--- src/rtl/clb_pkg.sv ---
package clb_pkg;

  // upper bound on cores for padded readiness vectors
  localparam int MAX_CORES = 8;

  // next index in a ring of n slots
  function automatic int ring_next(input int cur, input int n);
    return (cur + 1 >= n) ? 0 : cur + 1;
  endfunction

  // index k steps after start in a ring of n slots
  function automatic int ring_add(input int start, input int k, input int n);
    return (start + k) % n;
  endfunction

  // a destination id is deliverable: cores below ncore, memory at ncore
  function automatic logic dest_ready(input logic [MAX_CORES-1:0] full_pad,
                                      input logic mem_rdy,
                                      input int dst, input int ncore);
    if (dst == ncore) return mem_rdy;
    if (dst < ncore)  return !full_pad[dst];
    return 1'b0;
  endfunction

endpackage

--- src/rtl/clb_out_fifo.sv ---
module clb_out_fifo #(
  parameter int W     = 20,
  parameter int DEPTH = 4,
  localparam int PTR_W = (DEPTH > 1) ? $clog2(DEPTH) : 1,
  localparam int CNT_W = $clog2(DEPTH + 1)
) (
  input  logic         clk,
  input  logic         rst_n,
  input  logic         push_i,
  input  logic [W-1:0] wdata_i,
  input  logic         pop_i,
  output logic [W-1:0] head_o,
  output logic         empty_o,
  output logic         full_o
);
  import clb_pkg::*;

  logic [W-1:0]     store [DEPTH];
  logic [PTR_W-1:0] wr_ptr, rd_ptr;
  logic [CNT_W-1:0] count;

  // named internal events
  logic acc_push;
  logic do_pop;

  assign empty_o  = (count == '0);
  assign full_o   = (count == CNT_W'(DEPTH));
  assign acc_push = push_i && !full_o;
  assign do_pop   = pop_i && !empty_o;
  assign head_o   = store[rd_ptr];

  always_ff @(posedge clk) begin
    if (!rst_n) begin
      wr_ptr <= '0;
      rd_ptr <= '0;
      count  <= '0;
    end else begin
      if (acc_push) begin
        store[wr_ptr] <= wdata_i;
        wr_ptr        <= PTR_W'(ring_next(int'(wr_ptr), DEPTH));
      end
      if (do_pop) rd_ptr <= PTR_W'(ring_next(int'(rd_ptr), DEPTH));
      case ({acc_push, do_pop})
        2'b10:   count <= count + 1'b1;
        2'b01:   count <= count - 1'b1;
        default: count <= count;
      endcase
    end
  end

  // occupancy never exceeds the capacity
  a_r8_no_overflow: assert property (@(posedge clk) disable iff (!rst_n)
    count <= CNT_W'(DEPTH));

  // a send into a full queue without a pop leaves it unchanged
  a_r8_drop_when_full: assert property (@(posedge clk) disable iff (!rst_n)
    (full_o && push_i && !pop_i) |=> (full_o && $stable(wr_ptr) && $stable(rd_ptr)));

  // a pop is only requested with data present
  a_r3_pop_has_data: assert property (@(posedge clk) disable iff (!rst_n)
    pop_i |-> !empty_o);

endmodule

--- src/rtl/clb_rr_arb.sv ---
module clb_rr_arb #(
  parameter int N = 3,
  localparam int IDX_W = (N > 1) ? $clog2(N) : 1
) (
  input  logic         clk,
  input  logic         rst_n,
  input  logic [N-1:0] elig_i,
  output logic [N-1:0] grant_o
);
  import clb_pkg::*;

  logic [IDX_W-1:0] ptr;
  logic [IDX_W-1:0] win_idx;
  logic             any_grant;

  always_comb begin
    grant_o   = '0;
    win_idx   = '0;
    any_grant = 1'b0;
    for (int k = 0; k < N; k++) begin
      automatic int idx = ring_add(int'(ptr), k, N);
      if (!any_grant && elig_i[idx]) begin
        any_grant    = 1'b1;
        grant_o[idx] = 1'b1;
        win_idx      = IDX_W'(idx);
      end
    end
  end

  always_ff @(posedge clk) begin
    if (!rst_n) ptr <= '0;
    else if (any_grant) ptr <= IDX_W'(ring_next(int'(win_idx), N));
  end

  // never more than one grant
  a_r5_onehot_grant: assert property (@(posedge clk) disable iff (!rst_n)
    $onehot0(grant_o));

  // an eligible requester always produces a grant
  a_r5_no_idle_bus: assert property (@(posedge clk) disable iff (!rst_n)
    (|elig_i) |-> (|grant_o));

  // grants only go to eligible requesters
  a_r3_grant_eligible: assert property (@(posedge clk) disable iff (!rst_n)
    (grant_o & ~elig_i) == '0);

  // the priority pointer holds through idle cycles
  a_r6_ptr_hold: assert property (@(posedge clk) disable iff (!rst_n)
    !(|grant_o) |=> $stable(ptr));

endmodule

--- src/rtl/clb_cluster_bus.sv ---
module clb_cluster_bus #(
  parameter int NCORE  = 3,
  parameter int DATA_W = 16,
  parameter int DEPTH  = 4,
  localparam int ID_W  = $clog2(NCORE + 1),
  localparam int PKT_W = DATA_W + 2 * ID_W
) (
  input  logic                    clk,
  input  logic                    rst_n,
  input  logic [NCORE-1:0]        send_i,
  input  logic [NCORE*DATA_W-1:0] send_data_i,
  input  logic [NCORE*ID_W-1:0]   send_dst_i,
  output logic [NCORE-1:0]        outq_full_o,
  input  logic [NCORE-1:0]        inq_full_i,
  input  logic                    mem_ready_i,
  output logic [NCORE-1:0]        grant_o,
  output logic                    xfer_valid_o,
  output logic [DATA_W-1:0]       xfer_data_o,
  output logic [ID_W-1:0]         xfer_dst_o,
  output logic [ID_W-1:0]         xfer_src_o,
  output logic [NCORE-1:0]        inq_push_o,
  output logic                    mem_push_o
);
  import clb_pkg::*;

  localparam logic [ID_W-1:0] MEM_ID = ID_W'(NCORE);

  logic [PKT_W-1:0]     head  [NCORE];
  logic [NCORE-1:0]     empty;
  logic [NCORE-1:0]     elig;
  logic [MAX_CORES-1:0] full_pad;

  assign full_pad = MAX_CORES'(inq_full_i);

  // packet layout: {src, dst, data}
  for (genvar c = 0; c < NCORE; c++) begin : g_core
    logic [PKT_W-1:0] wpkt;
    logic [ID_W-1:0]  head_dst;

    assign wpkt = {ID_W'(c), send_dst_i[c*ID_W +: ID_W], send_data_i[c*DATA_W +: DATA_W]};

    clb_out_fifo #(.W(PKT_W), .DEPTH(DEPTH)) u_q (
      .clk     (clk),
      .rst_n   (rst_n),
      .push_i  (send_i[c]),
      .wdata_i (wpkt),
      .pop_i   (grant_o[c]),
      .head_o  (head[c]),
      .empty_o (empty[c]),
      .full_o  (outq_full_o[c])
    );

    assign head_dst = head[c][DATA_W +: ID_W];
    assign elig[c]  = !empty[c] && dest_ready(full_pad, mem_ready_i, int'(head_dst), NCORE);
  end

  clb_rr_arb #(.N(NCORE)) u_arb (
    .clk     (clk),
    .rst_n   (rst_n),
    .elig_i  (elig),
    .grant_o (grant_o)
  );

  // one-hot select of the granted head packet
  logic [PKT_W-1:0] sel_pkt;
  always_comb begin
    sel_pkt = '0;
    for (int c = 0; c < NCORE; c++)
      if (grant_o[c]) sel_pkt = sel_pkt | head[c];
  end

  assign xfer_valid_o = |grant_o;
  assign xfer_data_o  = sel_pkt[0 +: DATA_W];
  assign xfer_dst_o   = sel_pkt[DATA_W +: ID_W];
  assign xfer_src_o   = sel_pkt[DATA_W + ID_W +: ID_W];

  for (genvar d = 0; d < NCORE; d++) begin : g_dst
    assign inq_push_o[d] = xfer_valid_o && (xfer_dst_o == ID_W'(d));
  end
  assign mem_push_o = xfer_valid_o && (xfer_dst_o == MEM_ID);

  // never push into a full core input queue
  a_r3_no_push_full: assert property (@(posedge clk) disable iff (!rst_n)
    (inq_push_o & inq_full_i) == '0);

  // memory pushes only when memory is ready
  a_r3_mem_ready: assert property (@(posedge clk) disable iff (!rst_n)
    mem_push_o |-> mem_ready_i);

  // a transfer raises exactly one push strobe
  a_r7_one_strobe: assert property (@(posedge clk) disable iff (!rst_n)
    xfer_valid_o |-> $onehot({mem_push_o, inq_push_o}));

  // strobes are silent without a transfer
  a_r1_quiet_bus: assert property (@(posedge clk) disable iff (!rst_n)
    !xfer_valid_o |-> ({mem_push_o, inq_push_o} == '0));

endmodule

--- config.mk ---
export PLATFORM = sky130hd
export DESIGN_NAME = clb_cluster_bus
export DESIGN_NICKNAME = d
export VERILOG_FILES = /design/src/rtl/clb_pkg.sv /design/src/rtl/clb_out_fifo.sv /design/src/rtl/clb_rr_arb.sv /design/src/rtl/clb_cluster_bus.sv
export SDC_FILE = /design/constraint.sdc
export NUM_CORES = 1
export LEC_CHECK = 0
export BUFFER_PORTS_ARGS = -buffer_cell sky130_fd_sc_hd__buf_2
export CAP_MARGIN = 20
export CORE_ASPECT_RATIO = 1.4
export CORE_MARGIN = 5
export CORE_UTILIZATION = 30
export CTS_BUF_LIST = sky130_fd_sc_hd__clkbuf_2 sky130_fd_sc_hd__clkbuf_4 sky130_fd_sc_hd__clkbuf_8
export CTS_CLUSTER_DIAMETER = 100
export CTS_CLUSTER_SIZE = 16
export DETAILED_ROUTE_END_ITERATION = 6
export SYNTH_ARGS = -nofsm -noshare
export SYNTH_HDL_FRONTEND = slang
export SYNTH_SLANG_ARGS = --single-unit
--- constraint.sdc ---
create_clock -name clk -period 10.1 [get_ports clk]
set_input_delay 1.515 -clock clk [delete_from_list [all_inputs] [get_ports clk]]
set_output_delay 1.515 -clock clk [all_outputs]
set_load 0.02 [all_outputs]
Word-level counts from Yosys, hierarchy flattened:

Memory sizes are Yosys's and may differ from the RTL's. A register that Yosys moved wholly into a read port is not among the register bits.
Index checks and enable logic that the tools add are counted.

* input port bits: 63
* output and inout port bits: 31
* RAM bits: 216
* flip-flop bits (word level): 23
* memories: 3

Memories
* g_core[0].u_q.store: depth 4, bits a word 18, rd ports 1, clocked after Yosys merged registers in 1, wr ports 1, line clb_out_fifo.sv:18 `logic [W-1:0] store [DEPTH];`
* g_core[1].u_q.store: depth 4, bits a word 18, rd ports 1, clocked after Yosys merged registers in 1, wr ports 1, line clb_out_fifo.sv:18
* g_core[2].u_q.store: depth 4, bits a word 18, rd ports 1, clocked after Yosys merged registers in 1, wr ports 1, line clb_out_fifo.sv:18

* order comparisons: 19
* bitwise logic cells: 4
* reductions and logical operators: 37
* equality and inequality tests: 15
* div/mod/pow operators: 3
* multiplexer cells: 79
* $add $sub $neg: 15

Operators with widths (count)
* greater-or-equal comparator 32 x 1 -> 1 bit (second input constant): 3
* less-than comparator 32 x 4 -> 1 bit (second input constant): 3
* remainder unit 32 x 3 -> 32 bit (second input constant): 2
* two-way mux 20 bit: 3
* two-way mux 1 bit: 45
* bitwise OR 20 bit: 2
* remainder unit 3 x 3 -> 32 bit (second input constant): 1
* two-way mux 2 bit: 16
* adder 2 x 1 -> 3 bit (second input constant): 8
* greater-or-equal comparator 3 bit (second input constant): 6
* logical AND 1 bit: 18
* one-hot mux 3 bit (2 select lines): 3
* == test 2 x 1 -> 1 bit (second input constant): 7
* binary-select mux 1 bit (select 2 bit): 6
* less-than comparator 2 x 4 -> 1 bit (second input constant): 3
* zero test 1 bit: 11
* == test 2 bit (second input constant): 5
* adder 3 x 1 -> 3 bit (second input constant): 3
* == test 3 bit (second input constant): 3
* zero test 3 bit: 3
* two-way mux 3 bit: 3
* subtractor 3 x 1 -> 3 bit (second input constant): 3
* demux 1 bit (select 2 bit): 3
* less-than comparator 2 bit (second input constant): 3
* 6 further kinds: 9

Depth between registers and ports, before layout:

* depth in word-level cells: 24
* gate-level depth with buffers: 15

By module:

Synthesis repeated with hierarchy kept, for this count alone.

* cells, all modules: 601
* area, all modules: 11207.0 um2

By module, submodules not included
* clb_out_fifo: area each 3449.6 um2, instances 3, cells each 160
* clb_cluster_bus: area each 430.4 um2, instances 1, cells each 63
* clb_rr_arb: area each 427.9 um2, instances 1, cells each 58

Least setup slack after synthesis:

No wires, ideal clock.

* path kind: input to output
* start: in mem_ready_i
* end: out inq_push_o[0]
* stages on the path: 10
* data required time: 8585 ps
* setup slack: 4919 ps
* path buffers: 1
* arrival time: 3666 ps
* cell sequence: inv_1 > mux2i_1 > a22oi_1 > buf_6 > o2111ai_2 > nand3_2 > a211oi_4 > inv_2 > a221o_1 > nor3b_1

* longest elaborated chain between the ends: 22
* elaborated cells on any way between the ends: 43

RTL lines
* from (decl): line clb_cluster_bus.sv:15 `input logic mem_ready_i,`
* two-way mux 1 bit: line clb_pkg.sv:20 `if (dst == ncore) return mem_rdy;`
* two-way mux 1 bit: line clb_pkg.sv:21 `if (dst < ncore) return !full_pad[dst];`
* two-way mux 1 bit: line clb_pkg.sv:22 `return 1'b0;`
* two-way mux 1 bit: line clb_pkg.sv:21
* logical AND 1 bit: line clb_cluster_bus.sv:54 `assign elig[c] = !empty[c] && dest_ready(full_pad, mem_ready_i, int'(head_dst), NCORE);`
* binary-select mux 1 bit (select 2 bit): line clb_rr_arb.sv:22 `if (!any_grant && elig_i[idx]) begin`
* two-way mux 1 bit (not written as such) (2 in series): line clb_rr_arb.sv:22
* two-way mux 1 bit: line clb_rr_arb.sv:22
* [6 not listed]
* two-way mux 20 bit: line clb_cluster_bus.sv:69 `if (grant_o[c]) sel_pkt = sel_pkt | head[c];`
* bitwise OR 20 bit: line clb_cluster_bus.sv:69
* two-way mux 20 bit: line clb_cluster_bus.sv:69
* bitwise OR 20 bit: line clb_cluster_bus.sv:69
* two-way mux 20 bit *: line clb_cluster_bus.sv:69
* via xfer_dst_o[1]: line clb_cluster_bus.sv:19 `output logic [ID_W-1:0] xfer_dst_o,`
* zero test 2 bit *: line clb_cluster_bus.sv:78 `assign inq_push_o[d] = xfer_valid_o && (xfer_dst_o == ID_W'(d));`
* logical AND 1 bit *: line clb_cluster_bus.sv:78
* to (decl): line clb_cluster_bus.sv:21 `output logic [NCORE-1:0] inq_push_o,`

The timed path passes the listed nets; every way through them passes the cells marked *. The select of a mux whose other input is x is not followed.

==> flow_metrics.tcl <==
set metrics [dict create \
    crit_required_ns 8.59 \
    post-route-period-util_pct 67.3 \
    whs_ns 0.508 \
    powerDensity_nw_per_um2 252 \
    grt_pass1_vias 5670 \
    die-area_um2 38100 \
    hp-class "register to register" \
    clk_latency_ns 0.52 \
    relSlewSlack_pct 31.0 \
    drt-initial-drc-count 304 \
    drive_gt1_share_pct 27.7 \
    clkTransAtPathRegs_ns 0.11 \
    synthTopCellsByArea "edfxtp_1, mux4_2, dfxtp_1" \
    grt_setup_unrepaired "no" \
    combinationalPowerShare_pct 40.8 \
    placed_area_um2 11100 \
    syn-num-nets 673 \
    synth_commonest_cells "edfxtp_1, mux4_2, dfxtp_1, inv_1, nor2_1" \
    fin_tns_setup_ns 0 \
    wl_mm 21.9 \
    synth_most_common_cell "edfxtp_1" \
    numCtsBuffers 19 \
    end_kind "output port" \
    rows 80 \
    viasPerCell 4.76 \
    seq_area_frac_synth_pct 68.9 \
    ant_nets 0 \
    worstPathMaxFanout 22 \
    fmax_mhz 147 \
    synthArstFlopShare_pct 0 \
    core_area_um2 33900 \
    seq_power_share_pct 41.7 \
    synth_ff_type "edfxtp_1" \
    post-cts-setup-buffers 0 \
    power.switching_mw 1.08 \
    worst_pin_slew_ns 1.04 \
    synth_top_area_cell "edfxtp_1" \
    io_buffers 93 \
    grt_usage_pct 11.2 \
    ys_seq_elements 245 \
    maxCapViolations 0 \
    syn_avg_cell_area_um2 17.5 \
    die_w_um 166 \
    cts_hold_buffers 0 \
    clk_path_buf_depth 3 \
    cts_max_level 1 \
    grt_pass1_wl_mm 33.6 \
    reg2reg_depth 12 \
    worst-setup-path-type "register to output port" \
    drc 0 \
    root_buffer "clkbuf_8" \
    endpoint "inq_push_o[0]" \
    grt-ovfl-total 0 \
    outcome "finished, final reports clean" \
    hold_viol 0 \
    clkPwrFrac_pct 17.5 \
    p_leak_nw 3.85 \
    clock-sinks 245 \
    post_cts_resized 0 \
    fin_area_um2 11400 \
    final_nets 756 \
    post-route-min-period_ns 6.80 \
    final.fill_count 3236 \
    drt-wirelength-per-cell_um 19.4 \
    utilization_pct 33.7 \
    yosys.cell_types.count 51 \
    synth_cells 585 \
    synth_top_area_share_pct 63.2 \
    r2r_slack_ns 5.54 \
    die_y_um 229 \
    swShare_pct 37.5 \
    synth_warnings 0 \
    ioPinCount 94 \
    setup_viol 0 \
    ir_drop_mv 0.0813 \
    synth_edf_count 216 \
    firstDrtPassIters 4 \
    floorplan.initialDensity_pct 30.2 \
    place_congestion 0.833 \
    cts_tree "done" \
    grt_max_degree 24 \
    reg2reg_to "g_core[2].u_q.count[2]$_SDFFE_PN0P_" \
    final.setup_skew_ns 0.0209 \
    startpoint_type "register" \
    area_delta_synth_final_pct 11.6 \
    hpwl_mm 15.7 \
    drv_slew 0 \
    critPathArrivalTime_ns 5.28 \
    antenna_found_initial 12 \
    p_total_mw 2.89 \
    mappedNetlistArea_um2 10300 \
    p_int_mw 1.80 \
    vias 5374 \
]
sequential cells by signal, summed over array words and instances (netlist names), named ones only:
| register | count |
|---|---|
| g_core.u_q.store | 216 |
| g_core.u_q.count | 9 |
| u_arb.ptr | 2 |
| g_core.u_q.wr_ptr | 6 |
| g_core.u_q.rd_ptr | 6 |
cells in the final DEF (no fill, tap or decap), drive strengths merged, types with 3 or more instances in the layout:
cell,instances
xor2,6
clkbuf,25
ha,22
and3,15
and2,19
a22o,3
edfxtp,216
or3,5
nor2,25
inv,28
buf,96
o21ai,10
mux2i,11
diode,5
a21oi,21
nand2,12
fa,3
nor3,11
a22oi,5
nor2b,8
a221o,17
or4,3
dfxtp,29
mux4,54
nand3,3
how the worst min path moves through the flow:
stage	startpoint	slack, ns	to	depth (start not counted)
finish	g_core[0].u_q.wr_ptr[1]$_SDFFE_PN0P_	0.51	g_core[0].u_q.wr_ptr[1]$_SDFFE_PN0P_	2
CTS	g_core[0].u_q.wr_ptr[1]$_SDFFE_PN0P_	0.51	g_core[0].u_q.wr_ptr[1]$_SDFFE_PN0P_	2
floorplan	g_core[0].u_q.count[2]$_SDFFE_PN0P_	0.47	g_core[0].u_q.count[2]$_SDFFE_PN0P_	2
global placement	g_core[0].u_q.count[2]$_SDFFE_PN0P_	0.49	g_core[0].u_q.count[2]$_SDFFE_PN0P_	2
detailed placement	g_core[0].u_q.wr_ptr[1]$_SDFFE_PN0P_	0.49	g_core[0].u_q.wr_ptr[1]$_SDFFE_PN0P_	2
global route	g_core[1].u_q.rd_ptr[0]$_SDFFE_PN0P_	0.54	register	2
power groups by stage:
| stage | clock network, mW | logic (mW) | registers (mW) |
|---|---|---|---|
| 2_1_floorplan | 0 | 0.877 | 1.21 |
| 4_1_cts | 0.526 | 1.19 | 1.20 |
| 5_1_grt | 0.564 | 1.26 | 1.21 |
| 3_5_place_dp | 0 | 1.19 | 1.23 |
| 6_report | 0.507 | 1.18 | 1.20 |
| 3_3_place_gp | 0 | 1.18 | 1.23 |
critical path: stages (launching register included):
cell      delay, ns
dfxtp_1        0.94
mux4_2         0.48
mux2i_1        0.15
a22oi_1        0.80
mux2i_1        0.20
mux2i_1        0.24
nand3_1        0.65
a222oi_1       0.86
nor3b_1        0.25
buf_2          0.20
routing by layer:
| metal | GRT usage, % | up-vias | share of wire, % |
|---|---|---|---|
| li1 | - | 2458 | - |
| met1 | 13.6 | 2742 | 41 |
| met2 | 19.4 | 113 | 51 |
| met3 | 2.77 | 47 | 5.3 |
| met4 | 4.12 | 14 | 2.8 |
| met5 | 0 | - | 0.47 |
through the flow:
stage          setup slack, ns  std cells
6_report                  3.30       1130
2_1_floorplan             4.92        585
4_1_cts                   3.29       1125
5_1_grt                   3.01       1129
3_5_place_dp              3.70       1098
3_3_place_gp              3.79       1098
cell families after synthesis:
family	Yosys count	share of synthesized area (%)
xor+xnor	6	0.512
mux	65	12.9
fa+ha+maj	26	3.37
compound gates	73	5.59
flops	245	68.9
buf+inv	62	3.06
simple gates	108	5.67
layout make-up:
type                    count  area, µm²  area share [%]
well taps                 451        564            4.93
clock inverters             2       23.8           0.208
multi-input cells         278       2880            25.2
inverters                  28        105           0.918
repair buffers             96        488            4.26
diodes                      5       12.5           0.109
flip-flops and latches    245       7070            61.7
clock buffers              25        307            2.68
No activity file was read; power rests on OpenSTA's default activity.
